$ cat src/rtl/mers_pkg.sv
package mers_pkg;
  localparam logic [7:0] OFS_STATUS  = 8'h00;
  localparam logic [7:0] OFS_CONTROL = 8'h04;
  localparam int CTL_ERASE_BIT  = 0;
  localparam int CTL_SYSRST_BIT = 3;
  localparam int STS_ACK_BIT    = 0;
  localparam int STS_READY_BIT  = 1;
  localparam int STS_SYSRST_BIT = 3;

  typedef enum logic [2:0] {
    ST_IDLE, ST_RSTREQ, ST_RDYPOLL, ST_ERASE, ST_ACKPOLL, ST_FINPOLL, ST_RELEASE
  } stepT;

  typedef enum logic [1:0] {PH_IDLE, PH_REQ, PH_GAP} phaseT;

  typedef struct packed {
    logic clrPoll;
    logic bumpPoll;
    logic loadGap;
    logic tickGap;
  } strobeT;
endpackage

$ cat src/rtl/mers_dpath.sv
module mers_dpath
  import mers_pkg::*;
#(
  parameter int ADDR_W     = 8,
  parameter int DATA_W     = 32,
  parameter int POLL_LIMIT = 3000,
  parameter int POLL_GAP   = 16
) (
  input  logic              clk,
  input  logic              rstN,
  input  stepT              step,
  input  strobeT            stb,
  input  logic [DATA_W-1:0] rdData,
  output logic [ADDR_W-1:0] reqAddr,
  output logic              reqWrite,
  output logic [DATA_W-1:0] reqWdata,
  output logic              pollMatch,
  output logic              pollSpent,
  output logic              gapDone
);
  localparam int CNT_W = $clog2(POLL_LIMIT + 1);
  localparam int GAP_W = $clog2(POLL_GAP + 1);
  localparam logic [DATA_W-1:0] ONE = DATA_W'(1);

  logic [DATA_W-1:0] cmpMask, cmpWant;
  logic [CNT_W-1:0]  pollCnt;
  logic [GAP_W-1:0]  gapCnt;

  // Access decode per step
  always_comb begin
    reqAddr  = ADDR_W'(OFS_STATUS);
    reqWrite = 1'b0;
    reqWdata = '0;
    cmpMask  = '0;
    cmpWant  = '0;
    case (step)
      ST_RSTREQ: begin
        reqAddr  = ADDR_W'(OFS_CONTROL);
        reqWrite = 1'b1;
        reqWdata = ONE << CTL_SYSRST_BIT;
      end
      ST_RDYPOLL: begin
        cmpMask = (ONE << STS_READY_BIT) | (ONE << STS_SYSRST_BIT);
        cmpWant = ONE << STS_READY_BIT;
      end
      ST_ERASE: begin
        reqAddr  = ADDR_W'(OFS_CONTROL);
        reqWrite = 1'b1;
        reqWdata = (ONE << CTL_SYSRST_BIT) | (ONE << CTL_ERASE_BIT);
      end
      ST_ACKPOLL: begin
        cmpMask = ONE << STS_ACK_BIT;
        cmpWant = ONE << STS_ACK_BIT;
      end
      ST_FINPOLL: begin
        reqAddr = ADDR_W'(OFS_CONTROL);
        cmpMask = ONE << CTL_ERASE_BIT;
      end
      ST_RELEASE: begin
        reqAddr  = ADDR_W'(OFS_CONTROL);
        reqWrite = 1'b1;
      end
      default: ;
    endcase
  end

  assign pollMatch = ((rdData & cmpMask) == cmpWant);
  assign pollSpent = (pollCnt == CNT_W'(POLL_LIMIT - 1));
  assign gapDone   = (gapCnt == '0);

  always_ff @(posedge clk) begin
    if (!rstN) begin
      pollCnt <= '0;
    end else if (stb.clrPoll) begin
      pollCnt <= '0;
    end else if (stb.bumpPoll) begin
      pollCnt <= pollCnt + 1'b1;
    end
  end

  always_ff @(posedge clk) begin
    if (!rstN) begin
      gapCnt <= '0;
    end else if (stb.loadGap) begin
      gapCnt <= GAP_W'(POLL_GAP - 1);
    end else if (stb.tickGap) begin
      gapCnt <= gapCnt - 1'b1;
    end
  end

  a_r5_poll_bound: assert property (@(posedge clk) disable iff (!rstN)
    pollCnt < CNT_W'(POLL_LIMIT));

  a_r6_gap_load: assert property (@(posedge clk) disable iff (!rstN)
    stb.loadGap |=> gapCnt == GAP_W'(POLL_GAP - 1));
endmodule

$ cat src/rtl/mers_ctrl.sv
module mers_ctrl
  import mers_pkg::*;
(
  input  logic   clk,
  input  logic   rstN,
  input  logic   start,
  input  logic   useHwReset,
  input  logic   busAck,
  input  logic   busErr,
  input  logic   pollMatch,
  input  logic   pollSpent,
  input  logic   gapDone,
  output stepT   step,
  output strobeT stb,
  output logic   busReq,
  output logic   busy,
  output logic   done,
  output logic   timedOut,
  output logic   errFlag,
  output logic   tgtResetOut
);
  phaseT phase;
  logic  ackNow, isPoll, stepOk, missNow;

  function automatic stepT nextStep(input stepT s);
    case (s)
      ST_RSTREQ:  return ST_RDYPOLL;
      ST_RDYPOLL: return ST_ERASE;
      ST_ERASE:   return ST_ACKPOLL;
      ST_ACKPOLL: return ST_FINPOLL;
      ST_FINPOLL: return ST_RELEASE;
      default:    return ST_IDLE;
    endcase
  endfunction

  assign ackNow  = (phase == PH_REQ) && busAck;
  assign isPoll  = (step == ST_RDYPOLL) || (step == ST_ACKPOLL) || (step == ST_FINPOLL);
  assign stepOk  = ackNow && !busErr && (!isPoll || pollMatch);
  assign missNow = ackNow && !busErr && isPoll && !pollMatch;
  assign busReq  = (phase == PH_REQ);
  assign busy    = (phase != PH_IDLE);

  always_comb begin
    stb          = '0;
    stb.clrPoll  = stepOk || ((phase == PH_IDLE) && start);
    stb.bumpPoll = missNow && !pollSpent;
    stb.loadGap  = missNow && !pollSpent;
    stb.tickGap  = (phase == PH_GAP) && !gapDone;
  end

  always_ff @(posedge clk) begin
    if (!rstN) begin
      phase       <= PH_IDLE;
      step        <= ST_IDLE;
      done        <= 1'b0;
      timedOut    <= 1'b0;
      errFlag     <= 1'b0;
      tgtResetOut <= 1'b0;
    end else begin
      case (phase)
        PH_IDLE: if (start) begin
          phase       <= PH_REQ;
          step        <= ST_RSTREQ;
          done        <= 1'b0;
          timedOut    <= 1'b0;
          errFlag     <= 1'b0;
          tgtResetOut <= useHwReset;
        end
        PH_REQ: if (ackNow) begin
          if (busErr) begin
            errFlag     <= 1'b1;
            phase       <= PH_IDLE;
            step        <= ST_IDLE;
            tgtResetOut <= 1'b0;
          end else if (stepOk) begin
            if (step == ST_RELEASE) begin
              done        <= 1'b1;
              phase       <= PH_IDLE;
              step        <= ST_IDLE;
              tgtResetOut <= 1'b0;
            end else begin
              step <= nextStep(step);
            end
          end else if (pollSpent) begin
            timedOut    <= 1'b1;
            phase       <= PH_IDLE;
            step        <= ST_IDLE;
            tgtResetOut <= 1'b0;
          end else begin
            phase <= PH_GAP;
          end
        end
        PH_GAP: if (gapDone) phase <= PH_REQ;
        default: phase <= PH_IDLE;
      endcase
    end
  end

  a_r10_one_outcome: assert property (@(posedge clk) disable iff (!rstN)
    $onehot0({done, timedOut, errFlag}));

  a_r7_err_abort: assert property (@(posedge clk) disable iff (!rstN)
    busReq && busAck && busErr |=> !busy && errFlag && !tgtResetOut);

  a_r8_reset_quiet: assert property (@(posedge clk) disable iff (!rstN)
    !busy |-> !tgtResetOut);

  a_r9_busy_keep: assert property (@(posedge clk) disable iff (!rstN)
    busy && start && !busAck |=> busy);
endmodule

$ cat src/rtl/mers_top.sv
module mers_top
  import mers_pkg::*;
#(
  parameter int ADDR_W     = 8,
  parameter int DATA_W     = 32,
  parameter int POLL_LIMIT = 3000,
  parameter int POLL_GAP   = 16
) (
  input  logic              clk,
  input  logic              rstN,
  input  logic              start,
  input  logic              useHwReset,
  output logic              busReq,
  output logic              busWrite,
  output logic [ADDR_W-1:0] busAddr,
  output logic [DATA_W-1:0] busWdata,
  input  logic              busAck,
  input  logic              busErr,
  input  logic [DATA_W-1:0] busRdata,
  output logic              tgtResetOut,
  output logic              busy,
  output logic              done,
  output logic              timedOut,
  output logic              errFlag
);
  stepT   step;
  strobeT stb;
  logic   pollMatch, pollSpent, gapDone;

  mers_ctrl i_ctrl (
    .clk, .rstN, .start, .useHwReset, .busAck, .busErr,
    .pollMatch, .pollSpent, .gapDone,
    .step, .stb, .busReq, .busy, .done, .timedOut, .errFlag, .tgtResetOut
  );

  mers_dpath #(
    .ADDR_W(ADDR_W), .DATA_W(DATA_W), .POLL_LIMIT(POLL_LIMIT), .POLL_GAP(POLL_GAP)
  ) i_dpath (
    .clk, .rstN, .step, .stb, .rdData(busRdata),
    .reqAddr(busAddr), .reqWrite(busWrite), .reqWdata(busWdata),
    .pollMatch, .pollSpent, .gapDone
  );

  a_r11_req_hold: assert property (@(posedge clk) disable iff (!rstN)
    busReq && !busAck |=> busReq && $stable(busAddr) && $stable(busWrite) && $stable(busWdata));
endmodule

$ cat config.mk
export PLATFORM = sky130hd
export DESIGN_NAME = mers_top
export DESIGN_NICKNAME = d
export VERILOG_FILES = /design/src/rtl/mers_pkg.sv /design/src/rtl/mers_dpath.sv /design/src/rtl/mers_ctrl.sv /design/src/rtl/mers_top.sv
export SDC_FILE = /design/constraint.sdc
export NUM_CORES = 1
export LEC_CHECK = 0
export CAP_MARGIN = 25
export CORE_UTILIZATION = 44
export DETAILED_ROUTE_END_ITERATION = 8
export PLACE_DENSITY = 0.83
export SLEW_MARGIN = 10
export SYNTH_ARGS = -nofsm -noshare
export SYNTH_HDL_FRONTEND = slang
export SYNTH_SLANG_ARGS = --single-unit
export TNS_END_PERCENT = 20
$ cat constraint.sdc
create_clock -name clk -period 5.64 [get_ports clk]
set_input_delay 1.41 -clock clk [delete_from_list [all_inputs] [get_ports clk]]
set_output_delay 1.41 -clock clk [all_outputs]
set_load 0.02 [all_outputs]
-- After elaboration in Yosys (flattened, before gate mapping)
Cells that the tools add are included.
- equal/unequal tests: 21
- reduce and logical (&&, ||, !) cells: 33
- $lt $le $gt $ge: 0
- bitwise logic cells: 2
- divide/modulo/power cells: 0
- multiply operators: 0
- shift operators: 0
- add/subtract/negate cells: 2
- muxes and demuxes: 44
- operators with widths (operator ; number):
    32-bit by 4-bit bitwise AND with 32-bit output ; 1
    32-bit by 2-bit == test with 1-bit output ; 1
    3-bit 2-to-1 mux ; 7
    1-bit 2-to-1 mux ; 18
    4-bit case mux with 2 select lines ; 2
    3-bit case mux with 5 select lines ; 1
    2-bit 2-to-1 mux ; 7
    12-bit by 1-bit adder with 12-bit output, second input constant ; 1
    12-bit == test, second input constant ; 1
    2-bit by 1-bit inequality test with 1-bit output, second input constant ; 6
    4-bit AND reduction ; 3
    6-bit AND reduction ; 2
    3-bit == test, second input constant ; 3
    1-bit logical AND ; 8
    4-bit 2-to-1 mux ; 2
    1-bit case mux with 2 select lines ; 4
    3-bit by 2-bit == test with 1-bit output, second input constant ; 2
    2-bit inequality test, second input constant ; 3
    2-bit case mux with 3 select lines ; 1
    3-bit case mux with 2 select lines ; 1
    2-bit nonzero test ; 3
    2-bit OR reduction ; 3
    1-bit logical NOT ; 5
    5-bit logical NOT ; 1
    other kinds (13) ; 16
- logic and storage cells: 111
- input port bits: 38
- memory bits (read-only): 0
- latch bits: 0
- register bits: 26
- memories kept: 0
- memory bits (writable): 0

-- Depth between registers and ports, before layout
- depth after elaboration: 11
- gate-level depth with buffers: 10
- depth with buffers taken out: 7

-- By module
A second synthesis with hierarchy kept.
- cells, all modules: 201
- area total of the unflattened synthesis: 1741.7 µm²
- modules (own cells, without submodules) (module ; cells each ; instances ; area each (µm²) ; sequential area each (µm²)):
    mers_dpath ; 133 ; 1 ; 1133.6 ; 340.3
    mers_ctrl ; 68 ; 1 ; 608.1 ; 180.2

-- Worst setup path before layout
OpenSTA, ideal clock, no wires.
- kind: reg-to-output
- from: register i_ctrl.step[0]
- to: output port busWdata[0]
- required time: 4.230 ns
- setup slack: 2.802 ns
- cell stages (with the launch flop): 4
- data arrival time: 1.428 ns
- cell sequence: dfxtp_1 -> clkbuf_1 -> nor2b_1 -> and2_1
- word-level cells in the longest chain between the ends: 2
- elaborated cells between the ends (all ways): 3
- classes of those cells: 2 x eq/ne; 1 x mux
- RTL lines (element ; RTL line ; RTL):
    start, declared ; mers_ctrl.sv:13 ; output stepT step,
    start signal, assigned ; mers_ctrl.sv:82 ; step <= nextStep(step);
    3-bit by 2-bit == test with 1-bit output or 3-bit by 1-bit == test with 1-bit output (tied branches) ; mers_dpath.sv:36 ; case (step)
    4-bit case mux with 2 select lines * ; mers_dpath.sv:36 ;
    end, declared ; mers_top.sv:16 ; output logic [DATA_W-1:0] busWdata,
Every way passes the cells marked *; elsewhere a longest branch is shown, timed or not.

-- Final worst setup path
Ends and elaborated chain as after synthesis.

==> metrics.csv <==
stage;metric;value;unit
outcome;outcome;completed;
setup_path;worst_setup_path_end_kind;output port;
placement;port_buffers;18;
cts;post_cts.repair.setup_buffers;0;
cells_and_area;layout_commonest_cell;conb_1;
setup_path;worstSetupEndpoint;busWdata[0];
setup_path;reg2reg_depth;7;
cts;clkTransAtPathRegs;90;ps
setup_path;cp_data_arrival_time;1920;ps
setup_path;r2r_end;i_dpath.pollCnt[5];
floorplan;coreArea;0.00406;mm²
logic_synthesis;yosysUniqueCellTypes;47;
floorplan;row_count;23;
setup_path;crit_path_start;i_ctrl.step[0];
setup_path;critPathMaxStageDelay;660;ps
setup_path;worstSetupPathDepth;3;
setup_path;slowest_stage;dfxtp_1;
logic_synthesis;synth_edf_count;0;
cells_and_area;nFillCells;409;
routing;num_vias;1547;
cts;clock_latency;270;ps
global_routing;antenna_found_initial;0;
cts;cts_resized;0;
cells_and_area;final_nets;289;
timing;layout_setup_ws;2310;ps
routing;wl;3570;µm
floorplan;chipHeight;67.2;µm
logic_synthesis;synth_top_flop_cell;dfxtp_1;
cells_and_area;drive_gt1_share;4.88;%
timing;rsz0062_at_grt;false;
cts;cts_tree;done;
logic_synthesis;async_flop_share;0;%
routing;drtPass1Iterations;4;
pwr;leakage;0.719;nW
logic_synthesis;yosysWarnings;0;
global_routing;grt_pass1_vias;1295;
hold_path;hp-class;reg -> reg;
floorplan;die-area;0.00452;mm²
timing;period_needed;3330;ps
timing;maxSlewHeadroom;38.3;%
routing;viasPerCell;5.23;
setup_path;criticalPathCategory;reg -> out;
floorplan;start_util;46.2;%
cts;ctsLongestPathBuffers;2;
pwr;ir_worst_vdd;0.0000895;V
setup_path;cp-start-kind;flip-flop;
pwr;powerDensity;192;mW/mm²
placement;dp_cells;292;
setup_path;cp_top_family;flip-flops;
cts;hold_buffers;0;
cts;cts.sinks;26;
cells_and_area;final_util;48.7;%
timing;skew;2.84;ps
setup_path;rr_startpoint;i_ctrl.step[1];
placement;gp_congestion;0.824;
pwr;finalPower;0.380;mW
setup_path;critPathMaxFanout;17;
floorplan;die_w;67.2;µm
global_routing;grtUsageTotal;15.7;%
global_routing;grt_start_max_net_pins;23;
setup_path;crit_chain;nor2b_1 -> and2_1 -> clkdlybuf4s50_1;
cts;cts-root-buf;clkbuf_8;
cells_and_area;syn2layout_area_growth;5.48;%
floorplan;pin_count;85;
logic_synthesis;syn_area_per_cell;8.00;µm²
setup_path;crit_buf_inv;1;
timing;finalSetupTns;0;ps
cts;numCtsBuffers;3;
timing;slew_violations;0;
placement;dpl.hpwl;2560;µm
hold_path;whs_path_depth;2;
routing;wire_per_inst;12.1;µm
cells_and_area;final_cells;296;
routing;first_iter_violations;100;
timing;worst_slew_pin_slew;920;ps
cells_and_area;n_antenna_cell;0;
logic_synthesis;synth_area;0.00187;mm²
cells_and_area;layout_common_cells;conb_1, dfxtp_1, nand2_1, clkdlybuf4s50_1, a21oi_1;
job;max_cap_violations;0;
routing;antenna_left;0;
global_routing;grt.overflow.total;0;
timing;fin_crit_sh;59.0;%
logic_synthesis;yosysSeqAreaShare;27.8;%
timing;max_freq;301;MHz
timing;setup_viol;0;
cts;htreeDepth;1;
logic_synthesis;syn_inst;234;
global_routing;grt_pass1_wl;5580;µm
setup_path;rrSetupSlack;3220;ps
placement;post-place-ws;2150;ps
timing;hold_violations;0;
setup_path;required;4230;ps
routing;remaining_drc_errors;0;
logic_synthesis;ys_ff_latch;26;
per-layer routing:
layer | wire length [µm] | vias to the layer above | share of wire [%] | global-route usage (%)
met5 | 0 | - | 0 | 0
met4 | 17 | 0 | 0.48 | 4.52
met3 | 177 | 2 | 5.0 | 2.36
met2 | 1720 | 54 | 48 | 26.4
met1 | 1660 | 711 | 46 | 20.7
li1 | - | 780 | - | -
cells by family (layout without fill, tap and decap cells):
| kind of cell | after synthesis | in the layout | synth area share, % |
|---|---|---|---|
| DFF | 26 | 26 | 27.8 |
| other | 1 | 37 | 0.200 |
| and+or+nand+nor | 85 | 85 | 26.3 |
| buffers and inverters | 55 | 31 | 19.4 |
| adders and majority gates | 4 | 4 | 2.67 |
| AOI/OAI and AO/OA | 56 | 56 | 20.1 |
| xor gates and xnor gates | 3 | 3 | 1.40 |
| muxes | 4 | 4 | 2.14 |
where the power goes:
part	internal [mW]	total (mW)	switching [mW]
clock network	0.0624	0.120	0.0579
logic	0.0225	0.0687	0.0462
registers	0.186	0.191	0.00534
total	0.271	0.380	0.109
worst min path at each step:
stage                                  from                 to  slack, ps
after floorplan           i_dpath.gapCnt[4]  i_dpath.gapCnt[4]        420
after global placement    i_dpath.gapCnt[4]  i_dpath.gapCnt[4]        430
after detailed placement  i_dpath.gapCnt[4]  i_dpath.gapCnt[4]        440
after CTS                 i_dpath.gapCnt[4]  i_dpath.gapCnt[4]        460
after global routing      i_dpath.gapCnt[4]  i_dpath.gapCnt[4]        490
final                     i_dpath.gapCnt[4]  i_dpath.gapCnt[4]        450
cell type report:
type | count | area, µm² | share of cell area [%]
Clock buffer | 4 | 55.1 | 2.79
Multi-Input combinational cell | 189 | 1120 | 56.9
Tap cell | 50 | 62.6 | 3.17
Sequential cell | 26 | 520 | 26.3
Timing Repair Buffer | 18 | 180 | 9.12
Inverter | 9 | 33.8 | 1.71
per-stage QoR:
step	cell area [µm²]	hold WS, ps
after global routing	1980	490
final	1980	454
after global placement	1920	431
after CTS	1980	457
after detailed placement	1920	444
after floorplan	2010	421
worst min-delay path, delay by kind of cell (launching register included):
kind            cells  cell delay (ps)
flops               1              320
compound gates      1               40
simple gates        1               50
registers in the layout, indices dropped and copies added, names as in the netlist:
signal              count
i_ctrl.step             3
i_ctrl.errFlag          1
i_ctrl.tgtResetOut      1
i_dpath.pollCnt        12
i_dpath.gapCnt          5
i_ctrl.timedOut         1
i_ctrl.phase            2
i_ctrl.done             1
Yosys cell counts (2+ instances only):
cell type	instances	area (µm²)
and3_1	2	12.5
xnor2_1	3	26.3
buf_6	2	22.5
nand3_1	6	30.0
clkbuf_1	4	15.0
nand4_1	3	18.8
a311oi_1	3	26.3
or4_1	7	52.6
a21oi_1	13	65.1
or2_2	2	12.5
nor2b_1	3	18.8
a31oi_1	6	37.5
mux2i_1	4	40.0
buf_2	3	15.0
and2_1	4	25.0
o21a_1	7	52.6
nand3b_1	3	22.5
and4_1	2	17.5
nand2b_1	7	43.8
o21ai_0	10	50.1
buf_4	37	278
nor2_1	12	45.0
o31ai_1	8	60.1
nand2_1	21	78.8
ha_1	4	50.1
dfxtp_1	26	521
nor3_1	4	20.0
inv_1	9	33.8
Note: power is estimated with default switching activity, not from simulation.
